===== src/rtl/tw_pkg.sv =====
package tw_pkg;
   typedef enum logic {
      ST_IDLE = 1'b0,
      ST_RUN  = 1'b1
   } tw_state_e;

   function automatic int half_for(input int sys_khz, input int max_khz);
      return (sys_khz + 2 * max_khz - 1) / (2 * max_khz);
   endfunction
endpackage


===== src/rtl/tw_tick_gen.sv =====
module tw_tick_gen #(
   parameter int HALF = 4
) (
   input  logic clk,
   input  logic rst_n,
   input  logic run,
   output logic tick
);
   if (HALF == 1) begin : g_every
      assign tick = run;
   end else begin : g_count
      localparam int CW = $clog2(HALF);
      localparam logic [CW-1:0] LAST = CW'(HALF - 1);
      logic [CW-1:0] cnt;

      always_ff @(posedge clk or negedge rst_n) begin
         if (!rst_n)          cnt <= '0;
         else if (!run)       cnt <= '0;
         else if (cnt == LAST) cnt <= '0;
         else                 cnt <= cnt + 1'b1;
      end

      assign tick = run && (cnt == LAST);
   end
endmodule


===== src/rtl/tw_sequencer.sv =====
module tw_sequencer
   import tw_pkg::*;
#(
   parameter int ADDR_W = 7,
   parameter int DATA_W = 16,
   parameter int TURN   = 3
) (
   input  logic clk,
   input  logic rst_n,
   input  logic start,
   input  logic start_rd,
   input  logic tick,
   output logic run,
   output logic sclk,
   output logic en_n,
   output logic oe,
   output logic fin,
   output logic tx_step,
   output logic rx_step,
   output logic rx_last
);
   localparam int PW = $clog2(ADDR_W + DATA_W + TURN + 4);
   localparam logic [PW-1:0] F_HDR_LAST = PW'(ADDR_W + 1);
   localparam logic [PW-1:0] F_WR_LAST  = PW'(ADDR_W + DATA_W + 1);
   localparam logic [PW-1:0] F_WR_ENH   = PW'(ADDR_W + DATA_W + 2);
   localparam logic [PW-1:0] F_WR_END   = PW'(ADDR_W + DATA_W + 3);
   localparam logic [PW-1:0] F_RD_REL   = PW'(ADDR_W + 2);
   localparam logic [PW-1:0] F_RD_FIRST = PW'(ADDR_W + 2 + TURN);
   localparam logic [PW-1:0] F_RD_LAST  = PW'(ADDR_W + 1 + TURN + DATA_W);

   tw_state_e     state;
   logic [PW-1:0] per;
   logic          rd_q;
   logic          fall;

   assign run     = (state == ST_RUN);
   assign fall    = run && tick && sclk;
   assign tx_step = fall && ((per <= F_HDR_LAST) || (!rd_q && per <= F_WR_LAST));
   assign rx_step = fall && rd_q && (per >= F_RD_FIRST) && (per <= F_RD_LAST);
   assign rx_last = rx_step && (per == F_RD_LAST);

   always_ff @(posedge clk or negedge rst_n) begin
      if (!rst_n) begin
         state <= ST_IDLE;
         per   <= '0;
         rd_q  <= 1'b0;
         sclk  <= 1'b0;
         en_n  <= 1'b1;
         oe    <= 1'b0;
         fin   <= 1'b0;
      end else begin
         fin <= 1'b0;
         if (state == ST_IDLE) begin
            if (start) begin
               state <= ST_RUN;
               per   <= '0;
               rd_q  <= start_rd;
               sclk  <= 1'b0;
            end
         end else if (tick) begin
            if (!sclk) begin
               sclk <= 1'b1;
            end else begin
               sclk <= 1'b0;
               per  <= per + 1'b1;
               if (per == '0) begin
                  en_n <= 1'b0;
                  oe   <= 1'b1;
               end
               if (!rd_q && per == F_WR_ENH) begin
                  en_n <= 1'b1;
                  oe   <= 1'b0;
               end
               if (!rd_q && per == F_WR_END) begin
                  fin   <= 1'b1;
                  state <= ST_IDLE;
               end
               if (rd_q && per == F_RD_REL) oe <= 1'b0;
               if (rd_q && per == F_RD_LAST) begin
                  en_n  <= 1'b1;
                  fin   <= 1'b1;
                  state <= ST_IDLE;
               end
            end
         end
      end
   end
endmodule


===== src/rtl/tw_shifter.sv =====
module tw_shifter #(
   parameter int ADDR_W = 7,
   parameter int DATA_W = 16
) (
   input  logic              clk,
   input  logic              rst_n,
   input  logic              load,
   input  logic              load_rd,
   input  logic [ADDR_W-1:0] load_addr,
   input  logic [DATA_W-1:0] load_wdata,
   input  logic              tx_step,
   input  logic              rx_step,
   input  logic              rx_last,
   input  logic              sdi,
   output logic              sdo,
   output logic [DATA_W-1:0] rd_data
);
   localparam int FRAME_W = 2 + ADDR_W + DATA_W;

   logic [FRAME_W-1:0] txsr;
   logic [DATA_W-1:0]  rxsr;

   always_ff @(posedge clk or negedge rst_n) begin
      if (!rst_n) begin
         txsr <= '0;
         sdo  <= 1'b0;
      end else if (load) begin
         txsr <= {1'b1, load_rd, load_addr, load_wdata};
         sdo  <= 1'b0;
      end else if (tx_step) begin
         sdo  <= txsr[FRAME_W-1];
         txsr <= {txsr[FRAME_W-2:0], 1'b0};
      end
   end

   always_ff @(posedge clk or negedge rst_n) begin
      if (!rst_n) begin
         rxsr    <= '0;
         rd_data <= '0;
      end else if (rx_step) begin
         rxsr <= {rxsr[DATA_W-2:0], sdi};
         if (rx_last) rd_data <= {rxsr[DATA_W-2:0], sdi};
      end
   end
endmodule


===== src/rtl/tw_master.sv =====
module tw_master
   import tw_pkg::*;
#(
   parameter int SYS_KHZ      = 125000,
   parameter int MAX_SCLK_KHZ = 19200,
   parameter int HALF         = half_for(SYS_KHZ, MAX_SCLK_KHZ),
   parameter int ADDR_W       = 7,
   parameter int DATA_W       = 16,
   parameter int TURN         = 3
) (
   input  logic              clk,
   input  logic              rst_n,
   input  logic              req_valid,
   input  logic              req_read,
   input  logic [ADDR_W-1:0] req_addr,
   input  logic [DATA_W-1:0] req_wdata,
   output logic              busy,
   output logic              done,
   output logic [DATA_W-1:0] rd_data,
   output logic              tw_en_n,
   output logic              tw_sclk,
   output logic              tw_sdo,
   output logic              tw_sdo_oe,
   input  logic              tw_sdi
);
   if (HALF < 1) begin : g_bad_half
      $error("HALF must be at least 1");
   end
   if (SYS_KHZ > 2 * HALF * MAX_SCLK_KHZ) begin : g_bad_rate
      $error("serial clock would exceed MAX_SCLK_KHZ");
   end
   if (ADDR_W < 1 || DATA_W < 2 || TURN < 1) begin : g_bad_shape
      $error("ADDR_W, DATA_W or TURN out of range");
   end

   logic start, tick, run, tx_step, rx_step, rx_last;

   assign start = req_valid && !run;
   assign busy  = run;

   tw_tick_gen #(.HALF(HALF)) u_tick (
      .clk (clk),
      .rst_n (rst_n),
      .run (run),
      .tick (tick)
   );

   tw_sequencer #(.ADDR_W(ADDR_W), .DATA_W(DATA_W), .TURN(TURN)) u_seq (
      .clk      (clk),
      .rst_n    (rst_n),
      .start    (start),
      .start_rd (req_read),
      .tick     (tick),
      .run      (run),
      .sclk     (tw_sclk),
      .en_n     (tw_en_n),
      .oe       (tw_sdo_oe),
      .fin      (done),
      .tx_step  (tx_step),
      .rx_step  (rx_step),
      .rx_last  (rx_last)
   );

   tw_shifter #(.ADDR_W(ADDR_W), .DATA_W(DATA_W)) u_sh (
      .clk        (clk),
      .rst_n      (rst_n),
      .load       (start),
      .load_rd    (req_read),
      .load_addr  (req_addr),
      .load_wdata (req_wdata),
      .tx_step    (tx_step),
      .rx_step    (rx_step),
      .rx_last    (rx_last),
      .sdi        (tw_sdi),
      .sdo        (tw_sdo),
      .rd_data    (rd_data)
   );
endmodule


===== config.mk =====
export PLATFORM = sky130hd
export DESIGN_NAME = tw_master
export DESIGN_NICKNAME = d
export VERILOG_FILES = /design/src/rtl/tw_pkg.sv /design/src/rtl/tw_tick_gen.sv /design/src/rtl/tw_sequencer.sv /design/src/rtl/tw_shifter.sv /design/src/rtl/tw_master.sv
export SDC_FILE = /design/constraint.sdc
export NUM_CORES = 1
export LEC_CHECK = 0
export ABC_CLOCK_PERIOD_IN_PS = 1680
export BUFFER_PORTS_ARGS = -buffer_cell sky130_fd_sc_hd__clkbuf_2
export CAP_MARGIN = 10
export CORE_MARGIN = 1.5
export CORE_UTILIZATION = 50
export DETAILED_ROUTE_END_ITERATION = 16
export PLACE_DENSITY = 0.84
export SETUP_SLACK_MARGIN = 0.3
export SYNTH_ARGS = -nofsm -noshare
export SYNTH_HDL_FRONTEND = slang
export SYNTH_SLANG_ARGS = --single-unit

===== constraint.sdc =====
create_clock -name clk -period 1.68 [get_ports clk]
set_input_delay 0.252 -clock clk [delete_from_list [all_inputs] [get_ports clk]]
set_output_delay 0.252 -clock clk [all_outputs]
set_load 0.05 [all_outputs]

# == Word-level counts from Yosys, hierarchy flattened ==
# Cells that the tools add are included.
# classes
reduce_logical,28
addsub,2
muxes,31
n_bitwise,1
n_lt_le_gt_ge,4
eq_ne,7
# ops
cell,n
$mux W25,2
$mux W1,23
$mux W5,4
$eq A5 B5 Y1 const B,3
$logic_and A1 B1 Y1,14
$le A5 B5 Y1 const B,2
$reduce_and A4 Y1,2
$reduce_and A2 Y1,3
$reduce_bool A3 Y1,2
$add A5 B1 Y5 const B,1
$eq A5 B4 Y1 const B,1
$ge A5 B4 Y1 const B,1
$le A5 B4 Y1 const B,1
$logic_not A5 Y1,1
$mux W2,2
$ne A2 B1 Y1 const B,2
$reduce_bool A2 Y1,2
$reduce_and A3 Y1,1
$add A2 B1 Y2 const B,1
$eq A2 B2 Y1 const B,1
$logic_not A1 Y1,2
$logic_or A1 B1 Y1,1
$not A1 Y1,1
# word_totals
wordCells,85
in_bits,28
regBits,70
out_inout_bits,22

# == Depth between registers and ports, before layout ==
# depth
depth_word,9
ltp_mapped,7
depth_no_buf,6

# == Modules after synthesis ==
# From an unflattened synthesis, not the netlist that was laid out.
# hier_totals
hier_cells,254
area_unflattened_um2,3153.0
# by_module_without_submodules
mod,instances,area_each_um2,seq_area_each_um2,cells_per_inst
tw_shifter,1,2381.0,1426.4,176
tw_sequencer,1,669.4,276.5,71
tw_tick_gen,1,88.8,50.0,6
tw_master,1,13.8,0.0,1

# == Worst setup path after synthesis ==
# No wires, ideal clock.
# synth_timing
path_type,register to register
from,register u_seq.state (netlist: u_seq.run)
to,register u_sh.rxsr[10]
stages_incl_launch_ff,7
setup_time_ps,125
arrival_ps,1875
path_slack_ps,-319
path_buffers,2
required_ps,1555
period_less_slack_ps,1999
path_cell_list,dfrtp_1 -> and3_1 -> buf_4 -> nand3_2 -> a31oi_4 -> buf_6 -> mux2_2
# synth_via
elab_chain_cells,6
# synth_lines
item,line,source
from (decl),tw_sequencer.sv:31,tw_state_e state;
from (signal assigned),tw_sequencer.sv:44,state <= ST_IDLE;
from (signal assigned),tw_sequencer.sv:55,state <= ST_RUN;
from (signal assigned),tw_sequencer.sv:76,state <= ST_IDLE;
$logic_and A1 B1 Y1,tw_tick_gen.sv:23,assign tick = run && (cnt == LAST);
$logic_and A1 B1 Y1 (*) (2 in a row),tw_sequencer.sv:37,assign fall = run && tick && sclk;
$logic_and A1 B1 Y1 (*) (3 in a row),tw_sequencer.sv:39,assign rx_step = fall && rd_q && (per >= F_RD_FIRST) && (per <= F_RD_LAST);
to (signal assigned),tw_shifter.sv:41,"rxsr <= {rxsr[DATA_W-2:0], sdi};"
to (decl),tw_shifter.sv:21,logic [DATA_W-1:0] rxsr;
# Mark *: on every way between the ends. The rest lies on a longest branch, timed or not.
# A chain may end at the register's enable or synchronous reset.

# == Worst setup path in the final report ==
# layout_timing
from,register u_tick.g_count.cnt[0]
to,register u_sh.rd_data[13]
# layout_via
elab_chain_cells,9
# layout_lines
item,line,source
from (decl),tw_tick_gen.sv:14,logic [CW-1:0] cnt;
from (signal assigned),tw_tick_gen.sv:20,else cnt <= cnt + 1'b1;
$eq A2 B2 Y1 (*),tw_tick_gen.sv:23,
$logic_and A1 B1 Y1 (*),tw_tick_gen.sv:23,
$logic_and A1 B1 Y1 (*) (2 in a row),tw_sequencer.sv:37,
$logic_and A1 B1 Y1 (*) (3 in a row),tw_sequencer.sv:39,
$logic_and A1 B1 Y1,tw_sequencer.sv:40,assign rx_last = rx_step && (per == F_RD_LAST);
$reduce_and A2 Y1 (no source line) (*),-,
to (signal assigned),tw_shifter.sv:42,"if (rx_last) rd_data <= {rxsr[DATA_W-2:0], sdi};"
to (decl),tw_shifter.sv:16,output logic [DATA_W-1:0] rd_data
# Marks and branches as above.

==> reports/metrics.yaml <==
critical_path:
  timing.rr.start: "u_tick.g_count.cnt[0]$_DFF_PN0_"
  reg2reg_to: "u_sh.rd_data[13]$_DFFE_PN0P_"
  rrSetupSlack_ps: -60
  cp.buffers_inverters: 1
  cpMaxStageDelayCell: "dfrtp_1"
  crit_fanout: 8
  cp-endpoint: "u_sh.rd_data[13]$_DFFE_PN0P_"
  critPathKind: "register to register"
  crit_path_start_kind: "register"
  crit_start: "u_tick.g_count.cnt[0]$_DFF_PN0_"
  cp_top_family: "simple AND/OR/NAND/NOR gates"
  crit_chain: "ha_4 -> and4b_2 -> nand3_2 -> nor2_4 -> clkbuf_16 -> mux2_4"
  r2r_cells: 6
  arrival_ps: 1980
  max_stage_delay_ps: 400
  worstPathRequired_ps: 1920
  endpoint_kind: "register"
  critical_path_depth: 6
global_route:
  grt_pass1_vias: 2090
  gr-max-usage-layer: "met2"
  grt_use_met1: 0.241
  grt_max_degree: 56
  overflow: 0
  use_met3: 0.0809
  antenna_found_initial: 0
  met2_usage: 0.338
  grt_first_pass_wirelength_um: 9870
  grt_usage: 0.206
detailed_routing:
  vias: 2090
  drc: 0
  wirelength_um: 6650
  ant_nets: 0
  wl_per_cell_um: 17.4
  dr.first_iter.drc_count: 65
  vias_per_cell: 5.46
  drtPass1Iterations: 4
synth:
  ys_seq_area_frac: 0.575
  synth-edff-count: 0
  synth_nets: 264
  postSynthCellCount: 231
  synthFlopType: "dfrtp_1"
  synth_common_cells: "dfrtp_1, mux2_2, a21o_1, a22o_1, nand2_1"
  yosys.cell_types.count: 38
  synth_most_common_cell: "dfrtp_1"
  yosysTopAreaCell: "dfrtp_1"
  synth_area_per_cell_um2: 13.2
  synth_seq_cells: 70
  syn-cell-area_mm2: 0.00305
  synth_area_leaders: "dfrtp_1, mux2_2, a22o_1"
  synth_top_area_frac: 0.566
  yosysWarnings: 0
  async_reset_ff_frac: 1.00
sta:
  slew_violations: 0
  holdWs_ps: 109
  fin_skew_ps: 7.38
  finalSetupViolCount: 43
  setup_slack_ps: -62.2
  fin_crit_ps: 1740
  finalHoldViolCount: 0
  fmax_mhz: 574
  tightest_slew_ps: 441
  setup_tns_ps: -983
  period_share: 1.04
  maxSlewHeadroom: 0.705
  rsz0062_at_grt: "yes"
layout:
  fillerInstances: 422
  instances_no_fill: 383
  area_growth_pct: 34.4
  num_antenna_cells: 0
  drive_above_1_share: 0.455
  finalNetCount: 336
clock_tree:
  root_buffer: "clkbuf_8"
  cts_buffers: 9
  htree_levels: 3
  clock-sinks: 70
  cts_tree: "done"
  clock_latency_ps: 350
  path_clk_slew_ps: 70
  clock_path_buffers: 2
place:
  pre_cts_slack_ps: -37.4
  place_inst: 356
  gp_congestion: 0.837
  dp_hpwl_um: 3930
  portBuffers: 49
die:
  io_pins: 50
  start_util: 0.515
  die_x_um: 81.1
  core_mm2: 0.00592
  rows: 28
  die_area_mm2: 0.00658
  dieHeight_um: 81.1
run_status:
  violations: "setup timing"
  outcome: "complete, but fails checks"
power:
  vdd_drop_max_mv: 1.14
  power.leakage_uw: 0.00213
  power.total_uw: 6030
  power_density_mw_per_mm2: 1470
flow_run:
  maxCapViolations: 0
hold_path:
  min_path_type: "input port to register"
==> power by group <==
part	total, uW	switching [uW]	internal, uW	leakage (uW)
Clock	1600	615	986	0.000115
Sequential	2380	295	2090	0.000930
Combinational	2050	1010	1030	0.00108
==> layout by cell type, fill, tap and decap left out, types with 2 or more instances in the layout <==
master / instances
a21o_1: 21
a21oi_1: 3
a22o_1: 21
buf_12: 6
buf_4: 11
buf_6: 5
bufinv_16: 3
clkbuf_1: 3
clkbuf_16: 4
clkbuf_2: 46
clkbuf_8: 10
dfrtp_1: 67
dfrtp_2: 2
ha_1: 4
inv_1: 3
mux2_4: 31
mux2i_1: 3
nand2_1: 9
nand2_2: 2
nand2b_1: 2
nand3_1: 2
nand4_1: 3
nor2_1: 11
nor2_4: 2
o21a_1: 2
o21ai_0: 2
o21ai_2: 2
xor2_1: 5
==> metal layers <==
layer | wire (um) | vias up
li1 | - | 969
met1 | 2850 | 1048
met2 | 3340 | 61
met3 | 322 | 12
met4 | 131 | 0
met5 | 0 | -
==> state kept, by name (all words and copies together) (netlist names) <==
signal / count
u_tick.g_count.cnt: 2
u_seq.per: 5
u_seq.fin: 1
u_seq.oe: 1
u_seq.sclk: 1
u_seq.rd_q: 1
u_seq.en_n: 1
u_sh.rxsr: 15
u_sh.rd_data: 16
u_seq.run: 1
u_sh.txsr: 25
u_sh.sdo: 1
==> layout make-up <==
type,instances,area (um2),area share
flip-flops and latches,70,1760,0.428
clock inverters,4,95.1,0.0232
clock buffers,12,135,0.0330
multi-input cells,143,1360,0.332
repair buffers,76,646,0.158
inverters,3,11.3,0.00275
well taps,75,93.8,0.0229
==> worst reg2reg max path: stages (launching register included) <==
cell	delay [ps]
dfrtp_1	400
ha_4	170
and4b_2	250
nand3_2	100
nor2_4	200
clkbuf_16	200
mux2_4	310
==> metrics by stage <==
step	utilization	instance area, um2
finish	0.692	4100
global route	0.692	4100
CTS	0.658	3900
detailed placement	0.597	3530
global placement	0.597	3530
floorplan	-	3130
==> how the worst min path moves through the flow <==
| stage | cells after the start | from | end | slack [ps] |
|---|---|---|---|---|
| floorplan | 0 | rst_n | u_seq.fin$_DFF_PN0_ | -40 |
| global placement | 1 | rst_n | u_sh.rd_data[2]$_DFFE_PN0P_ | 180 |
| detailed placement | 1 | rst_n | u_sh.rd_data[5]$_DFFE_PN0P_ | 190 |
| CTS | 3 | req_wdata[0] | u_sh.txsr[0]$_DFFE_PN0P_ | 100 |
| global route | 3 | req_wdata[0] | u_sh.txsr[0]$_DFFE_PN0P_ | 120 |
| finish | 3 | req_wdata[0] | u_sh.txsr[0]$_DFFE_PN0P_ | 110 |
==> kinds of logic after synthesis <==
logic type | after synthesis | share of synthesized area
buffers and inverters | 18 | 0.0410
xor gates and xnor gates | 5 | 0.0144
DFF | 70 | 0.575
and+or+nand+nor | 41 | 0.0701
AOI/OAI and AO/OA | 58 | 0.155
muxes | 34 | 0.124
adders and majority gates | 5 | 0.0205
==> timing repair <==
item	in CTS	in global routing
endpoints found under the setup margin	63	64
setup buffers	3	3
cloned	1	3
resized for setup	14	26
hold endpoints to repair	15	0
pin swaps	1	9
hold buffers	1	0
Power figures use the tool's default switching activity.
